## src/rtl/irq_pkg.sv

```systemverilog
package irq_pkg;
  localparam int ADDR_W = 6;
  localparam logic [ADDR_W-1:0] OFF_SHAPE = 6'd17;
  localparam logic [ADDR_W-1:0] OFF_PEND  = 6'd18;
  localparam logic [ADDR_W-1:0] OFF_MASK  = 6'd19;
  localparam logic [ADDR_W-1:0] OFF_CLR   = 6'd20;
  localparam logic [ADDR_W-1:0] OFF_FORCE = 6'd21;
  localparam logic [ADDR_W-1:0] OFF_TEST  = 6'd52;
  localparam int TEN_BIT = 19;
endpackage

```

## src/rtl/irq_edge.sv

```systemverilog
module irq_edge #(
  parameter int N = 15
) (
  input  logic       clk,
  input  logic       rst,
  input  logic [N:1] src,
  output logic [N:1] rise
);
  logic [N:1] prev_q;

  generate
    for (genvar g = 1; g <= N; g++) begin : g_bit
      always_ff @(posedge clk) begin
        if (rst) prev_q[g] <= 1'b0;
        else     prev_q[g] <= src[g];
      end
      assign rise[g] = src[g] & ~prev_q[g];
    end
  endgenerate
endmodule

```

## src/rtl/irq_regs.sv

```systemverilog
module irq_regs
  import irq_pkg::*;
#(
  parameter int N  = 15,
  parameter int DW = 32,
  parameter int LW = 4
) (
  input  logic              clk,
  input  logic              rst,
  input  logic              wr_en,
  input  logic              rd_en,
  input  logic [ADDR_W-1:0] addr,
  input  logic [DW-1:0]     wdata,
  output logic [DW-1:0]     rdata,
  input  logic [N:1]        rise,
  input  logic              ack_valid,
  input  logic [LW-1:0]     ack_level,
  output logic [N:1]        req
);
  logic [N:1] pend_q, mask_q, frc_q, shape_q;
  logic       ten_q;
  logic [N:1] clr_vec, ack_vec;
  logic       clr_hit, frc_hit;

  assign clr_hit = wr_en && (addr == OFF_CLR);
  assign frc_hit = wr_en && (addr == OFF_FORCE);
  assign clr_vec = clr_hit ? wdata[N:1] : '0;

  generate
    for (genvar g = 1; g <= N; g++) begin : g_ack
      assign ack_vec[g] = ack_valid && (ack_level == LW'(g));
    end
  endgenerate

  always_ff @(posedge clk) begin
    if (rst) begin
      pend_q  <= '0;
      mask_q  <= '1;
      frc_q   <= '0;
      shape_q <= '0;
      ten_q   <= 1'b0;
    end else begin
      pend_q <= (pend_q & ~(clr_vec | ack_vec)) | rise;
      if (wr_en && addr == OFF_MASK)  mask_q  <= wdata[N:1];
      if (wr_en && addr == OFF_SHAPE) shape_q <= wdata[N:1];
      if (wr_en && addr == OFF_TEST)  ten_q   <= wdata[TEN_BIT];
      if (frc_hit && ten_q)           frc_q   <= wdata[N:1];
    end
  end

  assign req = (pend_q | frc_q) & ~mask_q;

  function automatic logic [DW-1:0] widen(input logic [N:1] v);
    logic [DW-1:0] w;
    w = '0;
    w[N:1] = v;
    return w;
  endfunction

  always_ff @(posedge clk) begin
    if (rst) rdata <= '0;
    else if (rd_en) begin
      case (addr)
        OFF_SHAPE: rdata <= widen(shape_q);
        OFF_PEND:  rdata <= widen(pend_q);
        OFF_MASK:  rdata <= widen(mask_q);
        OFF_FORCE: rdata <= widen(frc_q);
        OFF_TEST:  rdata <= DW'(ten_q) << TEN_BIT;
        default:   rdata <= '0;
      endcase
    end
  end

  p_rise_sets_r2: assert property (@(posedge clk) disable iff (rst)
    (rise != '0) |=> ((pend_q & $past(rise)) == $past(rise)));
  p_clear_r4: assert property (@(posedge clk) disable iff (rst)
    (clr_hit && rise == '0) |=> ((pend_q & $past(wdata[N:1])) == '0));
  p_force_locked_r7: assert property (@(posedge clk) disable iff (rst)
    (frc_hit && !ten_q) |=> $stable(frc_q));
  p_ack_clears_r9: assert property (@(posedge clk) disable iff (rst)
    (ack_vec != '0 && rise == '0) |=> ((pend_q & $past(ack_vec)) == '0));
endmodule

```

## src/rtl/irq_prio.sv

```systemverilog
module irq_prio #(
  parameter int N  = 15,
  parameter int LW = 4
) (
  input  logic          clk,
  input  logic          rst,
  input  logic [N:1]    req,
  output logic [LW-1:0] level
);
  logic [LW-1:0] lvl_n;

  always_comb begin
    lvl_n = '0;
    for (int i = 1; i <= N; i++)
      if (req[i]) lvl_n = LW'(i);
  end

  always_ff @(posedge clk) begin
    if (rst) level <= '0;
    else     level <= lvl_n;
  end

  p_idle_r8: assert property (@(posedge clk) disable iff (rst)
    (req == '0) |=> (level == '0));
  p_busy_r8: assert property (@(posedge clk) disable iff (rst)
    (req != '0) |=> (level != '0));
endmodule

```

## src/rtl/irq_hub.sv

```systemverilog
module irq_hub
  import irq_pkg::*;
#(
  parameter int N  = 15,
  parameter int DW = 32,
  parameter int LW = $clog2(N + 1)
) (
  input  logic              clk,
  input  logic              rst,
  input  logic              wr_en,
  input  logic              rd_en,
  input  logic [ADDR_W-1:0] addr,
  input  logic [DW-1:0]     wdata,
  output logic [DW-1:0]     rdata,
  input  logic [N:1]        src_in,
  input  logic              ack_valid,
  input  logic [LW-1:0]     ack_level,
  output logic [LW-1:0]     irq_level
);
  logic [N:1] rise, req;

  irq_edge #(.N(N)) u_edge (
    .clk(clk), .rst(rst), .src(src_in), .rise(rise)
  );

  irq_regs #(.N(N), .DW(DW), .LW(LW)) u_regs (
    .clk(clk), .rst(rst), .wr_en(wr_en), .rd_en(rd_en), .addr(addr),
    .wdata(wdata), .rdata(rdata), .rise(rise), .ack_valid(ack_valid),
    .ack_level(ack_level), .req(req)
  );

  irq_prio #(.N(N), .LW(LW)) u_prio (
    .clk(clk), .rst(rst), .req(req), .level(irq_level)
  );
endmodule

```

## config.mk

```make
export PLATFORM = sky130hd
export DESIGN_NAME = irq_hub
export DESIGN_NICKNAME = d
export VERILOG_FILES = /design/src/rtl/irq_pkg.sv /design/src/rtl/irq_edge.sv /design/src/rtl/irq_regs.sv /design/src/rtl/irq_prio.sv /design/src/rtl/irq_hub.sv
export SDC_FILE = /design/constraint.sdc
export NUM_CORES = 1
export LEC_CHECK = 0
export ABC_AREA = 1
export CORE_MARGIN = 2
export CORE_UTILIZATION = 50
export CTS_BUF_LIST = sky130_fd_sc_hd__clkbuf_16
export DETAILED_ROUTE_END_ITERATION = 10
export PLACE_DENSITY_LB_ADDON = 0.1
export SLEW_MARGIN = 20
export SYNTH_ARGS = -nofsm -noshare
export SYNTH_HDL_FRONTEND = slang
export SYNTH_SLANG_ARGS = --single-unit
```

## constraint.sdc

```tcl
create_clock -name clk -period 1.8 [get_ports clk]
set_input_delay 0.36 -clock clk [delete_from_list [all_inputs] [get_ports clk]]
set_output_delay 0.36 -clock clk [all_outputs]
set_load 0.01 [all_outputs]
```

==> results of run 1 <==
power by group through the flow:
| stage | Sequential, mW | Clock (mW) | Combinational [mW] |
|---|---|---|---|
| floorplan | 2.25 | 0 | 0.214 |
| global placement | 2.25 | 0 | 0.393 |
| detailed placement | 2.25 | 0 | 0.399 |
| CTS | 2.20 | 1.79 | 0.401 |
| global route | 2.21 | 1.87 | 0.445 |
| finish | 2.20 | 1.77 | 0.403 |
Yosys cell counts, drive strengths merged (3+ instances only):
cell type,count
nand2,117
dfxtp,96
inv,81
nor2,74
o21ai,60
a21oi,50
buf,28
clkbuf,14
nand3,14
o211ai,13
a31oi,7
o2111ai,6
nand4,4
nor3,4
nor4,3
o31ai,3
routing by layer:
metal	part of all wire (%)	up-vias	track usage, %	wire length (um)
li1	-	2020	-	-
met1	47	1751	33.1	5040
met2	46	115	40.2	4920
met3	6.4	14	5.95	695
met4	1.3	0	7.86	145
met5	0	-	0	0
flip-flops by register name, indices dropped and copies added (netlist names):
signal	flops
u_regs.mask_q	15
u_regs.rdata	16
u_regs.frc_q	15
u_edge.prev_q	15
u_regs.pend_q	15
u_prio.level	4
u_regs.ten_q	1
u_regs.shape_q	15
worst register-to-register path, cell delays in order, from the launching register on:
cell and delay [ns]:
dfxtp_1 0.34, o21ai_0 0.21, nand2_1 0.08, nand2_1 0.06
nand2_1 0.05, nand2_1 0.07, nand2_1 0.05, nand2_1 0.07
nand2_1 0.06, nand2_1 0.05, nand2_1 0.04, nand2_1 0.06
nand2_1 0.05, nand2_1 0.05, nand2_1 0.04, a21oi_1 0.11
area by class of cell:
type | count | area (sq um) | area share, %
clock buffers | 9 | 225 | 4.14
repair buffers | 98 | 973 | 17.9
well taps | 105 | 131 | 2.42
clock inverters | 7 | 47.5 | 0.875
flip-flops and latches | 96 | 1920 | 35.4
multi-input cells | 380 | 1830 | 33.6
inverters | 82 | 310 | 5.71
layout by cell type, fill, tap and decap left out, drive strengths merged:
| master | count |
|---|---|
| nand2 | 117 |
| a21oi | 50 |
| nor2 | 74 |
| o2111ai | 6 |
| and2 | 1 |
| nor4 | 3 |
| a221oi | 2 |
| clkbuf | 9 |
| o21ai | 60 |
| a31oi | 7 |
| clkinv | 1 |
| clkdlybuf4s50 | 65 |
| nor3 | 4 |
| o22ai | 2 |
| a221o | 2 |
| nand4 | 4 |
| dfxtp | 96 |
| o2bb2ai | 2 |
| nand3 | 14 |
| conb | 16 |
| buf | 33 |
| o31ai | 3 |
| clkinvlp | 3 |
| o211ai | 13 |
| inv | 85 |
kinds of logic (layout without fill, tap and decap cells):
| group | after synthesis | in the layout | share of synthesized area (%) |
|---|---|---|---|
| flip-flops | 96 | 96 | 45.3 |
| AO/OA/AOI/OAI | 147 | 147 | 19.9 |
| buffers and inverters | 124 | 196 | 13.0 |
| other | 1 | 16 | 0.0883 |
| AND/OR/NAND/NOR | 217 | 217 | 21.7 |
per-stage QoR:
stage	cell area, sq um	util, %	power, mW	setup WS (ns)
2_1_floorplan	4300	-	2.46	0.397
3_3_place_gp	5160	62.8	2.64	-0.159
3_5_place_dp	5160	62.8	2.65	-0.201
4_1_cts	5440	66.2	4.39	0.118
5_1_grt	5440	66.2	4.53	0.00810
6_report	5440	66.2	4.37	0.119
how the worst max path moves through the flow:
stage | cells past startpoint | slack, ns | startpoint | end
after detailed placement | 9 | -0.20 | addr[4] | u_regs.frc_q[8]$_SDFFE_PP0P_
after CTS | 9 | 0.12 | addr[4] | u_regs.frc_q[8]$_SDFFE_PP0P_
after floorplan | 8 | 0.40 | addr[2] | u_regs.mask_q[10]$_SDFFE_PP1P_
after global routing | 11 | 0.008 | addr[4] | u_regs.mask_q[3]$_SDFFE_PP1P_
after global placement | 7 | -0.16 | addr[0] | u_regs.frc_q[7]$_SDFFE_PP0P_
final | 7 | 0.12 | addr[0] | u_regs.frc_q[8]$_SDFFE_PP0P_
==> impl_metrics.yaml, run 1 <==
outcome:
  run_status: "completed"
floorplanning:
  placementRows: 33
  core-area_sq_um: 8220
  ios: 98
  initial_utilization_pct: 51.7
  die_area_sq_um: 9240
  floorplan.die.height_um: 96.1
  fp.dieW_um: 96.1
drt:
  post_drt_via_cell_ratio: 5.02
  post-route-drc-count: 0
  dr_total_vias: 3900
  pre_repair_dr_iteration_count: 4
  detail_route.wirelength_um: 10800
  post_drt_wl_per_cell_um: 13.9
  postRouteAntennaNets: 0
  detailedRoute.firstIterationViolations: 164
setup_path:
  rr_worst_depth: 15
  r2r-start: "u_regs.pend_q[2]$_SDFF_PP0_"
  crit_path_max_incr_delay_ns: 0.62
  regToRegEndpoint: "u_prio.level[0]$_SDFF_PP0_"
  critical_path.top_delay_family: "buffers and inverters"
  reg2reg_slack_ns: 0.33
  startpoint_type: "primary input"
  worstPathCellList: "clkdlybuf4s50_1 > nand3_2 > nor2_4 > nand3_1 > buf_12 > o21ai_0 > a21oi_1"
  end_kind: "flop"
  cpMaxStageDelayCell: "clkdlybuf4s50_1"
  critical_path_arrival_ns: 1.91
  timing_worst_setup_path_type: "primary input to flop"
  bufs_and_invs_on_worst_path: 2
  cp_data_required_time_ns: 2.03
  path_max_fanout: 30
global_routing:
  antenna_found_initial: 0
  first_global_vias: 3630
  maximum_number_of_pins_on_one_net_before_global_route_repair: 49
  total_grt_overflow: 0
  wire_length_of_the_first_global_routing_pass_um: 17500
  grt_usage_pct: 25.0
cells_and_area:
  final_cells: 777
  drive_gt1_share_pct: 9.52
  fillerInstances: 751
  area_growth_syn_to_layout_pct: 28.1
  antennaDiodeCount: 0
  fin_nets: 729
power_and_ir_drop:
  sw_frac_of_total_pct: 24.6
  seq_power_share_pct: 50.4
  intPower_mw: 3.30
  clock_power_share_pct: 40.4
  netSwitchingPower_mw: 1.08
  power-per-cell-area_nw_per_um2: 805
  pwr-share-comb_pct: 9.2
  max-vdd-ir-drop_mv: 0.554
  leakagePower_nw: 2.24
yosys:
  syn-mean-instance-area_sq_um: 7.26
  yosysSeqAreaShare_pct: 45.3
  ys_async_sr_fraction_pct: 0
  ys.flop_type: "dfxtp_1"
  synth_seq_cells: 96
  synth-edff-count: 0
  synthDominantCellAreaShare_pct: 45.3
  synth_top_area_cell: "dfxtp_1"
  ys_warn_count: 0
  synthesis.instances: 585
  syn_area_sq_um: 4250
  post_synth_main_area_contributors: "dfxtp_1 45%, nand2_1 10%, inv_1 6.7%"
  synth_cell_type_count: 36
clocking:
  clock_tree.root_cell: "clkbuf_16"
  clkSinkCount: 96
  clock_tree.buffer_depth: 2
  worstSkewPairLatency_ns: 0.34
  cts_tree: "built"
  cts_repair_resize_count: 0
  number_of_post_cts_setup_repair_buffers: 0
  h-tree-depth: 3
  cts-hold-fix-buffers: 0
  cts.reportedPaths.clkPinSlew_ns: 0.07
  cts_inserted_buffers: 9
min_path:
  min_to: "u_regs.pend_q[12]$_SDFF_PP0_"
  worst_hold_path_type: "flop to flop"
  holdPathStages: 1
  worstHoldStart: "u_edge.prev_q[12]$_SDFF_PP0_"
sta:
  achievable-frequency_ghz: 0.595
  timing_hold_violations_final: 0
  timing_max_transition_violations_final: 0
  final.hold.worst_slack_ns: 0.411
  rsz0062_at_grt: "false"
  finalClockSkew_ns: 0.00636
  report.final.setup_viol: 0
  period_share_pct: 93.4
  setup-tns-final_ns: 0
  final.min_clock_period_ns: 1.68
flow_run:
  maxCapViolCount: 0
placed_design:
  port-buffer-count: 65
  gp_congestion: 0.880
  dpl.cell_count: 761
  dp_hpwl_um: 7880
(Power assumes the default switching activity.)
==> inputs of run 2 (changes only) <==
==> constraint.sdc (replaced) <==
create_clock -name clk -period 1.8 [get_ports clk]
set_input_delay 0.18 -clock clk [delete_from_list [all_inputs] [get_ports clk]]
set_output_delay 0.18 -clock clk [all_outputs]
set_load 0.01 [all_outputs]
==> impl_metrics.yaml, run 2 (same netlist as run 1, synthesis figures left out) <==
cells_and_area:
  area_growth_syn_to_layout_pct: 27.6
  drive_gt1_share_pct: 8.71
  leading_cell_types_in_the_layout_fill_and_taps_excluded: "116 x nand2_1, 96 x dfxtp_1, 78 x inv_1"
  fin_nets: 723
  antennaDiodeCount: 0
  largest_register_ffs: 16
  registers.top_by_ff_count: "u_regs.rdata"
  final_cells: 771
  layout_commonest_cell: "nand2_1"
clocking:
  cts_repair_resize_count: 0
  cts.reportedPaths.clkPinSlew_ns: 0.07
  clock_tree.root_cell: "clkbuf_16"
  h-tree-depth: 3
  cts_tree: "built"
  number_of_post_cts_setup_repair_buffers: 0
  clock_tree.buffer_depth: 2
  cts-hold-fix-buffers: 0
  cts_inserted_buffers: 9
  clkSinkCount: 96
  worstSkewPairLatency_ns: 0.34
drt:
  postRouteAntennaNets: 0
  detail_route.wirelength_um: 10700
  pre_repair_dr_iteration_count: 6
  dr_total_vias: 3932
  detailedRoute.firstIterationViolations: 294
  post_drt_via_cell_ratio: 5.10
  post_drt_wl_per_cell_um: 13.8
  post-route-drc-count: 0
power_and_ir_drop:
  leakagePower_nw: 2.22
  max-vdd-ir-drop_mv: 0.475
  power-per-cell-area_nw_per_um2: 829
setup_path:
  r2r-start: "u_regs.frc_q[2]$_SDFFE_PP0P_"
  cpMostUsedCell: "nand2_1"
  cpMaxStageDelayCell: "dfxtp_1"
  worstPathCellList: "o21ai_0 > nand2_1 > nand2_1 > nand2_1 > nand2_1 > nand2_1 > nand2_1 > nand2_1 > nand2_1 > nand2_1 > nand2_1 > nand2_1 > nand2_1 > nand2_1 > a21oi_1"
  critical_path_arrival_ns: 1.77
  cp_data_required_time_ns: 2.08
  path_max_fanout: 3
  reg2reg_slack_ns: 0.31
  critPathCapture: "u_prio.level[0]$_SDFF_PP0_"
  end_kind: "flop"
  rr_worst_depth: 15
  regToRegEndpoint: "u_prio.level[0]$_SDFF_PP0_"
  startpoint_type: "flop"
  crit_path_max_incr_delay_ns: 0.33
  timing_worst_setup_path_type: "flop to flop"
  worst_setup_path_startpoint: "u_regs.frc_q[2]$_SDFFE_PP0P_"
floorplanning:
  floorplan.die.height_um: 96.1
  core-area_sq_um: 8220
  placementRows: 33
  fp.dieW_um: 96.1
  ios: 98
  die_area_sq_um: 9240
  initial_utilization_pct: 51.7
global_routing:
  grt_usage_pct: 24.6
  total_grt_overflow: 0
  antenna_found_initial: 0
  first_global_vias: 3477
  maximum_number_of_pins_on_one_net_before_global_route_repair: 49
  wire_length_of_the_first_global_routing_pass_um: 17100
outcome:
  run_status: "completed"
sta:
  report.final.setup_viol: 0
  achievable-frequency_ghz: 0.671
  rsz0062_at_grt: "false"
  final.min_clock_period_ns: 1.49
  setup-tns-final_ns: 0
  timing_hold_violations_final: 0
  worst_slew_pin_slew_ns: 0.507
  timing.max_slew.rel_slack_pct: 65.9
  finalClockSkew_ns: 0.00888
  timing_max_transition_violations_final: 0
  final.hold.worst_slack_ns: 0.369
  period_share_pct: 82.8
min_path:
  worst_hold_path_type: "primary input to flop"
placed_design:
  dpl.cell_count: 755
  port-buffer-count: 65
  dp_hpwl_um: 7780
  gp_congestion: 0.873
flow_run:
  maxCapViolCount: 0
-- run 2: cell count changes in the layout (fill, tap and decap cells not counted) --
cell        previous run  this run
buf_4                 27        21
inv_6                  2         0
bufinv_16              0         1
clkinv_4               0         1
clkinvlp_4             3         2
inv_8                  0         1
-- run 2: how the worst min path moves through the flow --
stage,to,startpoint,slack [ns],depth (start not counted)
6_report,u_edge.prev_q[5]$_SDFF_PP0_,src_in[5],0.37,3
5_1_grt,u_edge.prev_q[7]$_SDFF_PP0_,src_in[7],0.37,3
4_1_cts,u_edge.prev_q[13]$_SDFF_PP0_,src_in[13],0.37,3
3_5_place_dp,u_regs.pend_q[14]$_SDFF_PP0_,u_edge.prev_q[14]$_SDFF_PP0_,0.41,1
3_3_place_gp,u_regs.pend_q[9]$_SDFF_PP0_,u_edge.prev_q[9]$_SDFF_PP0_,0.40,1
2_1_floorplan,u_edge.prev_q[10]$_SDFF_PP0_,src_in[10],0.30,2
-- run 2: metrics by stage --
stage	area [sq um]	setup WS [ns]	util (%)	power, mW
after global placement	5120	0.0250	62.3	2.64
final	5420	0.309	65.9	4.49
after detailed placement	5120	-0.0244	62.3	2.64
after floorplan	4300	0.564	-	2.46
after CTS	5420	0.310	65.9	4.51
after global routing	5420	0.0892	65.9	4.66
-- run 2: metal layers --
layer / GRT usage, % / up-vias / share of wire (%)
met3: 4.93 / 8 / 8.1
met5: 0 / - / 0
met4: 5.83 / 0 / 0.91
li1: - / 2008 / -
met2: 39.2 / 140 / 45
met1: 34.2 / 1776 / 46
-- run 2: final cells by class --
class                   count  area, sq um
clock inverters             7         72.6
flip-flops and latches     96         1920
multi-input cells         380         1830
repair buffers             92          928
clock buffers               9          225
well taps                 105          131
fillers                   742         2800
inverters                  82          310
-- run 2: report_power, final --
group | leakage [nW] | internal (mW) | total, mW | switching, mW
clock | 0.146 | 1.08 | 1.89 | 0.813
combinational | 1.30 | 0.174 | 0.395 | 0.222
sequential | 0.783 | 2.18 | 2.21 | 0.0248
-- run 2: worst max-delay path: cells and delay by family, from the launching register on --
| family | cells | cell delay (ns) |
|---|---|---|
| AOI/OAI and AO/OA | 2 | 0.35 |
| and+or+nand+nor | 13 | 0.75 |
| DFF | 1 | 0.33 |
==> inputs of run 3 (changes only) <==
Clock period 1.8 ns to 1.5 ns, I/O delays scaled along.
==> impl_metrics.yaml, run 3 (same netlist as run 1, synthesis figures left out) <==
outcome:
  run_status: "completed"
drt:
  post-route-drc-count: 0
  postRouteAntennaNets: 0
  detail_route.wirelength_um: 11500
  pre_repair_dr_iteration_count: 5
  detailedRoute.firstIterationViolations: 367
  post_drt_wl_per_cell_um: 14.7
  post_drt_via_cell_ratio: 5.20
  dr_total_vias: 4068
cells_and_area:
  final_cells: 782
  post-route-cell-area_sq_um: 5540
  layout_commonest_cell: "nand2_1"
  registers.top_by_ff_count: "u_regs.rdata"
  drive_gt1_share_pct: 11.5
  postLayoutCoreUtil_pct: 67.4
  fin_nets: 735
  largest_register_ffs: 16
  antennaDiodeCount: 0
  area_growth_syn_to_layout_pct: 30.5
  leading_cell_types_in_the_layout_fill_and_taps_excluded: "114 x nand2_1, 95 x dfxtp_1, 74 x inv_1"
setup_path:
  reg2reg_slack_ns: 0.14
  cpMostUsedCell: "nand2_1"
  rr_worst_depth: 8
  startpoint_type: "primary input"
  r2r-start: "u_regs.pend_q[5]$_SDFF_PP0_"
  end_kind: "flop"
  timing_worst_setup_path_type: "primary input to flop"
  worst_setup_path_startpoint: "addr[4]"
  cpMaxStageDelayCell: "clkdlybuf4s50_1"
  cp_data_required_time_ns: 1.77
  bufs_and_invs_on_worst_path: 5
  critical_path.top_delay_family: "buffers and inverters"
  path_max_fanout: 8
  crit_path_max_incr_delay_ns: 0.50
  worstPathCellList: "clkdlybuf4s50_1 > inv_2 > nor2_4 > inv_2 > nor3_2 > nand2_1 > buf_4 > inv_1 > nand2_1 > nand4_1 > nand2_1 > a21oi_1"
  critical_path_arrival_ns: 1.70
  critPathCapture: "u_regs.rdata[11]$_SDFFE_PP0P_"
  regToRegEndpoint: "u_prio.level[1]$_SDFF_PP0_"
  critical_path_depth: 12
power_and_ir_drop:
  leakagePower_nw: 2.32
  max-vdd-ir-drop_mv: 0.595
  design_power_total_mw: 5.25
  power-per-cell-area_nw_per_um2: 948
sta:
  setup-tns-final_ns: 0
  final.hold.worst_slack_ns: 0.341
  finalClockSkew_ns: 0.00803
  period_share_pct: 95.3
  post-route-worst-setup-slack_ns: 0.0708
  rsz0062_at_grt: "true"
  final.min_clock_period_ns: 1.43
  report.final.setup_viol: 0
  achievable-frequency_ghz: 0.700
  timing_max_transition_violations_final: 0
  timing_hold_violations_final: 0
global_routing:
  first_global_vias: 3572
  total_grt_overflow: 0
  wire_length_of_the_first_global_routing_pass_um: 17900
  maximum_number_of_pins_on_one_net_before_global_route_repair: 41
  antenna_found_initial: 0
  grt_usage_pct: 25.6
clocking:
  worstSkewPairLatency_ns: 0.34
  clock_tree.buffer_depth: 2
  clkSinkCount: 96
  cts-hold-fix-buffers: 0
  cts.reportedPaths.clkPinSlew_ns: 0.07
  cts_inserted_buffers: 9
  h-tree-depth: 3
  cts_tree: "built"
  clock_tree.root_cell: "clkbuf_16"
floorplanning:
  die_area_sq_um: 9240
  ios: 98
  fp.dieW_um: 96.1
  core-area_sq_um: 8220
  initial_utilization_pct: 51.7
  placementRows: 33
  floorplan.die.height_um: 96.1
flow_run:
  maxCapViolCount: 0
placed_design:
  gp_congestion: 0.916
  port-buffer-count: 65
  postPlaceCellArea_sq_um: 5190
  dp_slack_ns: -0.407
  dp_hpwl_um: 8410
  dpl.cell_count: 764
min_path:
  worst_hold_path_type: "primary input to flop"
run 3: cell count changes in the layout (fill, tap and decap cells not counted), sizes merged:
cell | previous run | this run
buf | 27 | 38
clkbuf | 9 | 10
bufinv | 1 | 0
clkinvlp | 2 | 1
clkinv | 2 | 4
dlymetal6s2s | 0 | 4
inv | 84 | 83
clkdlybuf4s50 | 65 | 61
run 3: where the power goes:
part	internal, mW	switching [mW]
Clock	1.11	0.970
Sequential	2.62	0.0291
Combinational	0.238	0.291
Total	3.96	1.29
run 3: layer usage:
metal / GRT usage, % / routed length (um) / vias to the layer above
li1: - / - / 2037
met1: 36.6 / 5350 / 1855
met2: 38.4 / 5060 / 165
met3: 5.79 / 943 / 11
met4: 7.86 / 141 / 0
met5: 0 / 0 / -
run 3: worst min-delay path by stage:
stage                                 startpoint                      endpoint  slack, ns  depth (start not counted)
finish                                src_in[14]  u_edge.prev_q[14]$_SDFF_PP0_       0.34                          3
global route                          src_in[15]  u_edge.prev_q[15]$_SDFF_PP0_       0.36                          3
CTS                                   src_in[14]  u_edge.prev_q[14]$_SDFF_PP0_       0.34                          3
detailed placement  u_edge.prev_q[12]$_SDFF_PP0_  u_regs.pend_q[12]$_SDFF_PP0_       0.41                          1
global placement     u_edge.prev_q[9]$_SDFF_PP0_   u_regs.pend_q[9]$_SDFF_PP0_       0.40                          1
floorplan                             src_in[10]  u_edge.prev_q[10]$_SDFF_PP0_       0.27                          2
run 3: cell type report:
type                       instances  area [sq um]
clock buffer                       9           225
clock inverter                     6          37.5
fill                             727          2680
inverter                          82           315
multi-input combinational        380          1860
sequential                        96          1920
tap                              105           131
timing repair buffer             104          1050
run 3: tightest hold or removal path, stage by stage:
cell and delay (ns):
clkdlybuf4s50_1 0.39, inv_1 0.06, nor2_1 0.04
run 3: timing repair:
action | CTS | global route
gates resized for setup | 1 | 22
setup endpoints to repair | 15 | 37
setup buffers | 0 | 2
cloned | 0 | 1
pin swaps | 0 | 6
